--- src/rtl/pwr_seq_pkg.sv ---
package pwr_seq_pkg;

    localparam int N_SUP  = 6;
    localparam int CFG_W  = 2;
    localparam int SLOT_W = 3;
    localparam int SUB_W  = 2;
    localparam int SUBS   = 1 << SUB_W;

    typedef struct packed {
        logic [SLOT_W-1:0] slot;
        logic [SUB_W-1:0]  sub;
    } seq_pos_t;

    typedef enum logic [1:0] {
        ST_IDLE  = 2'd0,
        ST_DISCH = 2'd1,
        ST_SLOTS = 2'd2,
        ST_DONE  = 2'd3
    } seq_state_t;

    function automatic seq_pos_t mk_pos(input int s, input int u);
        seq_pos_t r;
        r.slot = SLOT_W'(s);
        r.sub  = SUB_W'(u);
        return r;
    endfunction

    // slot 0 marks a supply the sequencer leaves off
    function automatic seq_pos_t slot_map(input logic [CFG_W-1:0] cfg, input int idx);
        seq_pos_t r;
        r = mk_pos(0, 0);
        case (cfg)
            2'd0: case (idx)
                0: r = mk_pos(1, 0);
                1: r = mk_pos(1, 1);
                2: r = mk_pos(2, 0);
                3: r = mk_pos(3, 0);
                4: r = mk_pos(3, 2);
                default: r = mk_pos(0, 0);
            endcase
            2'd1: case (idx)
                0: r = mk_pos(1, 0);
                1: r = mk_pos(2, 0);
                2: r = mk_pos(2, 1);
                3: r = mk_pos(2, 2);
                4: r = mk_pos(4, 0);
                5: r = mk_pos(4, 3);
                default: r = mk_pos(0, 0);
            endcase
            2'd2: case (idx)
                0: r = mk_pos(1, 0);
                1: r = mk_pos(1, 1);
                default: r = mk_pos(0, 0);
            endcase
            default: case (idx)
                0: r = mk_pos(1, 0);
                1: r = mk_pos(1, 1);
                2: r = mk_pos(1, 2);
                3: r = mk_pos(1, 3);
                4: r = mk_pos(2, 0);
                5: r = mk_pos(2, 1);
                default: r = mk_pos(0, 0);
            endcase
        endcase
        return r;
    endfunction

    function automatic logic [SLOT_W-1:0] last_slot(input logic [CFG_W-1:0] cfg);
        logic [SLOT_W-1:0] m;
        seq_pos_t p;
        m = '0;
        for (int i = 0; i < N_SUP; i++) begin
            p = slot_map(cfg, i);
            if (p.slot > m) m = p.slot;
        end
        return m;
    endfunction

endpackage

--- src/rtl/pwr_seq_timer.sv ---
module pwr_seq_timer #(
    parameter int CNT_W = 6
) (
    input  logic             clk,
    input  logic             rst,
    input  logic             clr,
    input  logic             tick,
    output logic [CNT_W-1:0] cnt
);
    always_ff @(posedge clk) begin
        if (rst || clr)
            cnt <= '0;
        else if (tick)
            cnt <= cnt + CNT_W'(1);
    end
endmodule

--- src/rtl/pwr_seq_match.sv ---
module pwr_seq_match
    import pwr_seq_pkg::*;
(
    input  logic [CFG_W-1:0] cfg,
    input  seq_pos_t         pos,
    output logic [N_SUP-1:0] hit
);
    for (genvar i = 0; i < N_SUP; i++) begin : g_sup
        seq_pos_t ent;
        always_comb begin
            ent    = slot_map(cfg, i);
            hit[i] = (ent.slot != '0) && (ent.slot == pos.slot) && (ent.sub == pos.sub);
        end
    end
endmodule

--- src/rtl/pwr_seq.sv ---
module pwr_seq
    import pwr_seq_pkg::*;
#(
    parameter int DELAY_TICKS = 16,
    parameter int N_GATE      = 3
) (
    input  logic              clk,
    input  logic              rst,
    input  logic              start_req,
    input  logic [CFG_W-1:0]  cfg_code,
    input  logic              uv_raw,
    input  logic              tick,
    input  logic              sw_gate_we,
    input  logic [N_GATE-1:0] sw_gate_wdata,
    output logic [N_SUP-1:0]  sup_en,
    output logic [N_GATE-1:0] gate_en,
    output logic              discharge,
    output logic              uv_masked,
    output logic              done,
    output logic [CFG_W-1:0]  cfg_status
);
    localparam int MAX_POS = (1 << SLOT_W) * SUBS;
    localparam int SPAN    = (DELAY_TICKS > MAX_POS) ? DELAY_TICKS : MAX_POS;
    localparam int CNT_W   = $clog2(SPAN) + 1;

    seq_state_t        st;
    logic [CFG_W-1:0]  cfg_q;
    logic [CNT_W-1:0]  cnt;
    logic [CNT_W-1:0]  npos;
    logic [CNT_W-1:0]  last_pos;
    logic [CNT_W-SUB_W-1:0] npos_hi;
    seq_pos_t          pos;
    logic [N_SUP-1:0]  hit;
    logic              accept, delay_end, slot_step, seq_end, load_en, running;

    always_comb begin
        accept    = (st == ST_IDLE) && start_req;
        delay_end = (st == ST_DISCH) && tick && (cnt == CNT_W'(DELAY_TICKS - 1));
        last_pos  = CNT_W'(int'(last_slot(cfg_q)) * SUBS - 1);
        slot_step = (st == ST_SLOTS) && tick;
        seq_end   = slot_step && (cnt == last_pos);
        load_en   = delay_end || (slot_step && !seq_end);
        npos      = delay_end ? '0 : cnt + CNT_W'(1);
        npos_hi   = npos[CNT_W-1:SUB_W];
        pos.sub   = npos[SUB_W-1:0];
        pos.slot  = SLOT_W'(npos_hi) + SLOT_W'(1);
        running   = (st == ST_DISCH) || (st == ST_SLOTS);
    end

    pwr_seq_timer #(.CNT_W(CNT_W)) timer_i (
        .clk  (clk),
        .rst  (rst),
        .clr  (accept || delay_end),
        .tick (tick),
        .cnt  (cnt)
    );

    pwr_seq_match match_i (
        .cfg (cfg_q),
        .pos (pos),
        .hit (hit)
    );

    always_ff @(posedge clk) begin
        if (rst) begin
            st    <= ST_IDLE;
            cfg_q <= '0;
        end else begin
            case (st)
                ST_IDLE:  if (start_req) begin
                              st    <= ST_DISCH;
                              cfg_q <= cfg_code;
                          end
                ST_DISCH: if (delay_end) st <= ST_SLOTS;
                ST_SLOTS: if (seq_end)   st <= ST_DONE;
                default:  st <= ST_DONE;
            endcase
        end
    end

    always_ff @(posedge clk) begin
        if (rst)
            sup_en <= '0;
        else if (load_en)
            sup_en <= sup_en | hit;
    end

    always_ff @(posedge clk) begin
        if (rst)
            gate_en <= '0;
        else if (sw_gate_we)
            gate_en <= sw_gate_wdata;
    end

    assign discharge  = (st == ST_DISCH);
    assign done       = (st == ST_DONE);
    assign uv_masked  = uv_raw && !running;
    assign cfg_status = cfg_q;


    disch_off_chk: assert property (@(posedge clk) disable iff (rst)
        discharge |-> (sup_en == '0));


    uv_mask_chk: assert property (@(posedge clk) disable iff (rst)
        discharge |-> !uv_masked);


    one_rise_chk: assert property (@(posedge clk) disable iff (rst)
        1'b1 |=> ($countones(sup_en & ~$past(sup_en)) <= 1));


    done_hold_chk: assert property (@(posedge clk) disable iff (rst)
        done |=> (done && $stable(sup_en)));


    gate_sw_only_chk: assert property (@(posedge clk) disable iff (rst)
        !sw_gate_we |=> $stable(gate_en));


    cfg_hold_chk: assert property (@(posedge clk) disable iff (rst)
        (st != ST_IDLE) |=> $stable(cfg_status));

endmodule

--- config.mk ---
export PLATFORM = sky130hd
export DESIGN_NAME = pwr_seq
export DESIGN_NICKNAME = d
export VERILOG_FILES = /design/src/rtl/pwr_seq_pkg.sv /design/src/rtl/pwr_seq_timer.sv /design/src/rtl/pwr_seq_match.sv /design/src/rtl/pwr_seq.sv
export SDC_FILE = /design/constraint.sdc
export NUM_CORES = 1
export LEC_CHECK = 0
export ABC_CLOCK_PERIOD_IN_PS = 3200
export BUFFER_PORTS_ARGS = -buffer_cell sky130_fd_sc_hd__buf_2
export CAP_MARGIN = 20
export CORE_UTILIZATION = 58
export CTS_BUF_LIST = sky130_fd_sc_hd__clkbuf_4 sky130_fd_sc_hd__clkbuf_8
export DETAILED_ROUTE_END_ITERATION = 8
export GPL_TIMING_DRIVEN = 0
export HOLD_SLACK_MARGIN = 0.08
export PLACE_DENSITY = 0.94
export SLEW_MARGIN = 40
export SYNTH_ARGS = -nofsm -noshare
export SYNTH_HDL_FRONTEND = slang
export SYNTH_SLANG_ARGS = --single-unit
--- constraint.sdc ---
create_clock -name clk -period 3.2 [get_ports clk]
set_clock_uncertainty 0.2 [all_clocks]
set_input_delay 0.96 -clock clk [delete_from_list [all_inputs] [get_ports clk]]
set_output_delay 0.96 -clock clk [all_outputs]
set_load 0.05 [all_outputs]
Yosys cells after proc, flatten, opt, wreduce, memory -nomap -nowiden
Index checks and enable logic that the tools add are counted.
{"block": "totals", "output_inout_bits": 14, "in_bits": 11, "ff_bits": 19}
{"block": "classes", "add_sub_neg": 3, "mux": 15, "n_eq_ne": 21, "bitwise": 1, "n_lt_le_gt_ge": 5, "n_reduce_logical": 35}
{"operator": "case mux 4 bit (3 select lines)", "count": 2}
{"operator": "logical AND 1 bit", "count": 18}
{"operator": "2-to-1 mux 3 bit", "count": 5}
{"operator": "case mux 5 bit (3 select lines)", "count": 1}
{"operator": "nonzero test 3 bit", "count": 5}
{"operator": "> comparator 3 bit", "count": 4}
{"operator": "equality test 2 bit", "count": 5}
{"operator": "case mux 5 bit (2 select lines)", "count": 1}
{"operator": "equality test 2 x 3 -> 1 bit", "count": 3}
{"operator": "adder 6 x 1 -> 6 bit, second input constant", "count": 1}
{"operator": "equality test 2 bit, second input constant", "count": 3}
{"operator": "equality test 3 bit", "count": 2}
{"operator": "equality test 6 x 4 -> 1 bit, second input constant", "count": 1}
{"operator": "equality test 6 bit", "count": 1}
{"operator": "zero test 2 bit", "count": 3}
{"operator": "2-to-1 mux 2 bit", "count": 3}
{"operator": "bitwise OR 6 bit", "count": 1}
{"operator": "case mux 2 bit (3 select lines)", "count": 1}
{"operator": "subtractor 5 x 1 -> 6 bit, second input constant", "count": 1}
{"operator": "2-to-1 mux 5 bit", "count": 1}
{"operator": "equality test 2 x 1 -> 1 bit, second input constant", "count": 2}
{"operator": "logical OR 1 bit", "count": 4}
{"operator": "2-to-1 mux 4 bit", "count": 1}
{"operator": "inequality test 2 bit, second input constant", "count": 2}
{"operator": "other kinds (8)", "count": 9}

Logic depth before layout (Yosys ltp)
Gate-level depths: netlist of the first run.
{"block": "depth", "ltp_word": 18, "depth_mapped": 13}

Hierarchy
Synthesis of the first run repeated with hierarchy kept, for this count alone.
{"block": "unflattened", "cells_unflattened": 139, "area_unflattened_um2": 1237.4}
{"mod": "pwr_seq", "cells_per_inst": 73, "instances": 1, "area_per_inst_um2": 701.9}
{"mod": "pwr_seq_match", "cells_per_inst": 40, "instances": 1, "area_per_inst_um2": 286.5}
{"mod": "pwr_seq_timer", "cells_per_inst": 26, "instances": 1, "area_per_inst_um2": 249.0}

Least setup slack after synthesis of the first run
No wires, ideal clock.
{"block": "synth_path", "path_type": "input port to flip-flop", "start": "input port tick", "end": "register sup_en[5]", "t_arrival_ns": 2.682, "n_path_buf": 2, "cell_stages": 10, "required_time_ns": 2.904, "setup_slack_ns": 0.222, "path_cell_list": "buf_6 -> nand3b_4 -> nor3_1 -> or2_2 -> ha_1 -> clkbuf_1 -> xnor2_1 -> nand4_1 -> a211o_1 -> o41ai_2"}
{"block": "synth_between", "elab_chain_len": 8, "elab_cells_between_ends": 14, "classes_between": "add/sub (1); eq/ne (2); mux (1); bitwise (1); reduce/logical (9)"}
{"item": "start, declared", "line": "pwr_seq.sv:12", "rtl": "input logic tick,"}
{"item": "logical AND 1 bit (2 in a row)", "line": "pwr_seq.sv:38", "rtl": "delay_end = (st == ST_DISCH) && tick && (cnt == CNT_W'(DELAY_TICKS - 1));"}
{"item": "2-to-1 mux 5 bit", "line": "pwr_seq.sv:43", "rtl": "npos = delay_end ? '0 : cnt + CNT_W'(1);"}
{"item": "adder 3 x 1 -> 3 bit", "line": "pwr_seq.sv:46", "rtl": "pos.slot = SLOT_W'(npos_hi) + SLOT_W'(1);"}
{"item": "equality test 3 bit", "line": "pwr_seq_match.sv:12", "rtl": "hit[i] = (ent.slot != '0) && (ent.slot == pos.slot) && (ent.sub == pos.sub);"}
{"item": "logical AND 1 bit (2 in a row)", "line": "pwr_seq_match.sv:12"}
{"item": "bitwise OR 6 bit", "line": "pwr_seq.sv:85", "rtl": "sup_en <= sup_en | hit;"}
{"item": "end signal, assigned", "line": "pwr_seq.sv:85"}
{"item": "end, declared", "line": "pwr_seq.sv:15", "rtl": "output logic [N_SUP-1:0] sup_en,"}
Several ways; a longest one is shown, not always the timed one.
A chain may end at the register's enable or synchronous reset.

Worst setup path in the final report of the first run
Same ends and word-level chain as after synthesis.

==> results of run 1 <==
==> flip-flops by register name (all words and copies together), names as in the netlist <==
name	flops
sup_en	6
st	2
timer_i.cnt	6
cfg_status	2
gate_en	3
==> report_power, final <==
group,leakage [nW],internal [mW],switching [mW]
clock,0.0184,0.0571,0.0816
sequential,0.155,0.258,0.0214
combinational,0.546,0.129,0.231
total,0.719,0.443,0.334
==> placed cells by master (no fill, tap or decap), types with 4 or more instances in the layout <==
master,synthesis,routed
inv_1,10,10
clkbuf_4,0,4
o21ai_0,4,4
nor2_1,19,19
xnor2_1,6,6
xor2_1,7,7
nand3_1,9,9
nand2_1,8,8
buf_2,2,24
mux2i_1,4,4
a21oi_1,5,5
dfxtp_1,19,19
ha_1,15,15
==> what timing repair did <==
| action | 4_1_cts | 5_1_grt |
|---|---|---|
| resized for setup | 0 | 2 |
| endpoints found under the hold margin | 0 | 0 |
| endpoints found under the setup margin | 0 | 1 |
==> final timing paths <==
kind	to
hold reg to reg	sup_en[3]
setup reg to reg	sup_en[5]
hold / removal	sup_en[3]
setup / recovery	sup_en[5]
==> tightest hold or removal path, cell delays in order, from the launching register on <==
cell     delay, ns
dfxtp_1       0.33
inv_1         0.05
o32ai_1       0.05
==> cell families after synthesis <==
family | after synthesis
AO/OA/AOI/OAI | 27
adder cells (fa/ha/maj) | 15
multiplexers | 5
AND/OR/NAND/NOR | 60
flip-flops | 19
buffers and inverters | 21
XOR/XNOR | 15
==> metrics by stage <==
stage	utilization	hold WS, ns	power [mW]	instance area, um^2
2_1_floorplan	-	0.278	0.573	1420
3_3_place_gp	0.695	0.240	0.627	1570
3_5_place_dp	0.695	0.248	0.642	1570
4_1_cts	0.709	0.267	0.778	1600
5_1_grt	0.709	0.298	0.820	1600
6_report	0.709	0.265	0.777	1600
==> cell type report <==
cell class | instances | area share
plain buffers | 11 | 0.0446
clock buffers | 4 | 0.0188
inverters | 10 | 0.0235
multi-input cells | 122 | 0.585
flip-flops and latches | 19 | 0.238
well taps | 28 | 0.0219
repair buffers | 22 | 0.0689
==> metal layers <==
layer	vias up	global-route usage	wire, um
li1	611	-	-
met1	558	0.274	1260
met2	29	0.459	1410
met3	6	0.0292	92
met4	0	0.0991	44
met5	-	0	0
==> reports/results.ini, run 1 <==
[logic_synthesis]
syn_area_mm2 = 0.00142
synth_top_family_by_area = simple AND/OR/NAND/NOR gates
synth_top_flop_cell = dfxtp_1
syn_inst = 162
synth-compound-area-share = 0.152
synth_fa_ha_area_frac = 0.132
yosysTopAreaCell = dfxtp_1
yosys.area.top_type_share = 0.267
yosysUniqueCellTypes = 44
synth-simple-area-share = 0.234
syn_area_per_cell_um2 = 8.78
synth_edf_count = 0
syn_nets = 188
synth-seq-cells = 19
ys_seq_area_frac = 0.267
yosys.area_share.xor_xnor = 0.103
synthTopCellsByCount = dfxtp_1 (19), nor2_1 (19), ha_1 (15)
ys_async_sr_fraction = 0
ys.warnings.count = 0
synthMuxAreaShare = 0.0361
ys_top_cells_by_area = dfxtp_1 (27%), ha_1 (13%), nor2_1 (5.0%), xor2_1 (4.3%), xnor2_1 (3.7%)

[critical_path]
path_class = primary input to flip-flop
reg2regPathDepth = 11
cp_num_cells = 10
worstReg2RegStart = timer_i.cnt[1]
cp-start-kind = primary input
slowest_delay_ns = 0.34
cp_max_fo = 8
crit_slowest_cell = nor3_1
critPathBufInv = 2
end_kind = flip-flop
critPathLaunch = tick
required_ns = 3.21
reg2reg_slack_ns = 0.28
critPathArrivalTime_ns = 2.94
path_cells = buf_6 > nand3b_4 > nor3_1 > or2_2 > ha_1 > clkbuf_1 > xnor2_1 > nand4_1 > a211o_1 > o41ai_2
critPathTopFamily = simple AND/OR/NAND/NOR gates

[timing]
setup_ws_ns = 0.270
fmax_ghz = 0.341
period_needed_ns = 2.93
final-hold-violation-count = 0
timing.setup.tns_ns = 0
slew_headroom = 0.672
drv_slew = 0
rsz0062_at_grt = false
timing.final.crit_share = 0.916
worstMarginPinSlew_ns = 0.493
finalSetupViolCount = 0

[placement]
place.gp.congestion = 0.869
pre_cts_ws_ns = 0.00399
port-buffer-count = 22
dp_cells = 212
post-dp-hpwl_mm = 2.21

[grt]
grtUsageTotal = 0.244
grt_pass1_wl_mm = 4.82
grt_start_max_net_pins = 11
gr-total-overflow = 0
grt_pass1_vias = 1139
grt_antenna_before_repair = 0

[layout]
layout-area-overhead-vs-synth_pct = 12.4
drive_gt1_frac = 0.255
seqCellArea_um2 = 380
diodes = 0
fill_cells = 177
layout.nets = 215
multi_input_area_um2 = 935
final_cell_count_no_fill = 216

[run_status]
status = completed

[die]
dieArea_mm2 = 0.00265
die_h_um = 51.5
pin_count = 25
coreArea_mm2 = 0.00225
row_count = 17
start_util = 0.631
die_x_um = 51.5

[clock_tree]
insertion_delay_ns = 0.30
ctsLongestPathBuffers = 2
path_clk_slew_ns = 0.12
tritoncts = built
numCtsBuffers = 3
cts_hold_buf = 0
cts-htree-levels = 1
post-cts-setup-buffer-count = 0
cts_sinks = 19
clock_tree.root_cell = clkbuf_4

[power]
leakagePower_nw = 0.719
max-vdd-ir-drop_uv = 370
cellPowerDensity_mw_per_mm2 = 486

[detailed_routing]
drt_wl_total_mm = 2.80
routed-via-count = 1204
firstDrtPassIters = 4
avgRoutedWirePerCell_um = 13.0
drc = 0
postRouteAntennaNets = 0
drt_iter0_drc = 37
viasPerCell = 5.57

[worst_hold_path]
hold_class = flip-flop to flip-flop
hp-start = sup_en[3]
hold_depth = 2

[flow_run]
max_cap_violations = 0

Power figures use the tool's default switching activity.
==> run 2: changes to the inputs <==
CORE_UTILIZATION = 40   (was 58)
PLACE_DENSITY = 0.72   (was 0.94)
REMOVE_ABC_BUFFERS = 1   (was not set)
==> reports/results.ini, run 2 (same netlist as run 1, synthesis figures left out) <==
[run_status]
status = completed

[placement]
place_area_mm2 = 0.00153  ; -2.4%
pre_cts_ws_ns = 0.114  ; +0.110 ns
port-buffer-count = 24  ; +9.1%
dp_cells = 221  ; +4.2%
place.gp.congestion = 0.864  ; -0.62%
post-dp-hpwl_mm = 2.06  ; -6.7%

[layout]
fill_cells = 365  ; +110%
drive_gt1_frac = 0.235  ; -0.0207
final_cell_count_no_fill = 225  ; +4.2%
reg_top3 = sup_en x6, timer_i.cnt x6, gate_en x3
seqCellArea_um2 = 380  ; unchanged
final_area_mm2 = 0.00156  ; -2.4%
layout_common_cells = buf_2 (24), nor2_1 (19), dfxtp_1 (19)
final_common_cell = buf_2
layout.nets = 206  ; -4.2%
diodes = 0  ; unchanged
layout-area-overhead-vs-synth_pct = 9.67
multi_input_area_um2 = 935  ; unchanged

[detailed_routing]
avgRoutedWirePerCell_um = 12.2  ; -5.9%
drc = 0  ; unchanged
firstDrtPassIters = 4  ; unchanged
drt_iter0_drc = 27  ; -27%
viasPerCell = 5.22  ; -6.4%
routed-via-count = 1174  ; -2.5%
postRouteAntennaNets = 0  ; unchanged
drt_wl_total_mm = 2.75  ; -2.0%

[clock_tree]
post-cts-setup-buffer-count = 0  ; unchanged
path_clk_slew_ns = 0.11  ; about the same
ctsLongestPathBuffers = 2  ; unchanged
cts_sinks = 19  ; unchanged
numCtsBuffers = 3  ; unchanged
insertion_delay_ns = 0.30  ; about the same
cts_hold_buf = 0  ; unchanged
cts_resized = 0  ; unchanged
cts-htree-levels = 1  ; unchanged
clock_tree.root_cell = clkbuf_4
tritoncts = built

[die]
die_h_um = 61.6  ; +20%
coreArea_mm2 = 0.00336  ; +49%
start_util = 0.423  ; -0.208
row_count = 21  ; +4
dieArea_mm2 = 0.00380  ; +43%
die_x_um = 61.6  ; +20%
pin_count = 25  ; unchanged

[timing]
period_needed_ns = 3.00  ; +0.0677 ns
fmax_ghz = 0.334  ; -2.3%
slew_headroom = 0.688  ; +0.0166
timing.setup.tns_ns = 0  ; unchanged
finalSetupViolCount = 0  ; unchanged
holdWs_ns = 0.264  ; -0.000741 ns
final-hold-violation-count = 0  ; unchanged
timing.final.crit_share = 0.937  ; +0.0212
drv_slew = 0  ; unchanged
worstMarginPinSlew_ns = 0.468  ; -0.0249 ns
setup_ws_ns = 0.202  ; -0.0677 ns
rsz0062_at_grt = false

[grt]
grt.busiest_layer = met2
grt_pass1_vias = 1027  ; -9.8%
grtUsageTotal = 0.158  ; -0.0861
grt_use_met2 = 0.264  ; -0.195
grt_antenna_before_repair = 0  ; unchanged
gr-total-overflow = 0  ; unchanged
met1_usage = 0.208  ; -0.0657
use_met3 = 0.0252  ; -0.00403
grt_pass1_wl_mm = 4.51  ; -6.4%
grt_start_max_net_pins = 18  ; +7

[critical_path]
critPathArrivalTime_ns = 3.02  ; +0.08 ns
worstReg2RegStart = timer_i.cnt[0]
cp-start-kind = flip-flop
required_ns = 3.22  ; about the same
critPathLaunch = timer_i.cnt[0]
cp_max_fo = 12  ; +4
path_class = flip-flop to flip-flop
end_kind = flip-flop

[worst_hold_path]
hold_class = flip-flop to flip-flop
hp-start = sup_en[3]

[flow_run]
max_cap_violations = 0  ; unchanged

[power]
max-vdd-ir-drop_uv = 264  ; -29%
leakagePower_nw = 0.679  ; -5.5%
cellPowerDensity_mw_per_mm2 = 494  ; +1.7%

run 2: changes by cell type in the layout (fill, tap and decap cells not counted):
cell	before	now
buf_4	3	0
buf_6	2	0
clkbuf_2	1	0
clkbuf_1	3	0
run 2: where the power goes:
| part | leakage, nW | switching, mW | internal [mW] |
|---|---|---|---|
| logic | 0.506 | 0.225 | 0.126 |
| registers | 0.155 | 0.0292 | 0.257 |
| clock network | 0.0184 | 0.0762 | 0.0571 |
| total | 0.679 | 0.331 | 0.440 |
run 2: worst max-delay path, stage by stage (launching register included):
cell and delay, ns:
dfxtp_1 0.62, ha_1 0.50, nand3_4 0.13, nor3_1 0.22, or2_2 0.17, ha_1 0.31, xnor2_1 0.19, nand4_1 0.10
a211o_1 0.30, o41ai_2 0.19
run 2: stage by stage:
stage	util	total power, mW
after global placement	0.455	0.631
after global routing	0.464	0.824
after CTS	0.464	0.771
after floorplan	-	0.565
after detailed placement	0.455	0.639
final	0.464	0.771
run 2: path summary, 6_finish.rpt:
path,end,slack [ns],depth (start not counted)
worst max-delay path,sup_en[5],0.20,9
worst min-delay path,sup_en[3],0.26,2
worst max register to register,sup_en[5],0.20,9
worst min register to register,sup_en[3],0.26,2
run 2: cell type report:
cell class | count | share of cell area
clock buffer | 4 | 0.0192
inverter | 10 | 0.0241
multi-input combinational | 122 | 0.599
sequential | 19 | 0.244
tap | 46 | 0.0369
timing repair buffer | 24 | 0.0770
run 2: routing by layer:
layer  share of wire  routed length (um)
met3           0.036                  99
met2            0.45                1230
met1            0.50                1380
met5               0                   0
met4           0.012                  33
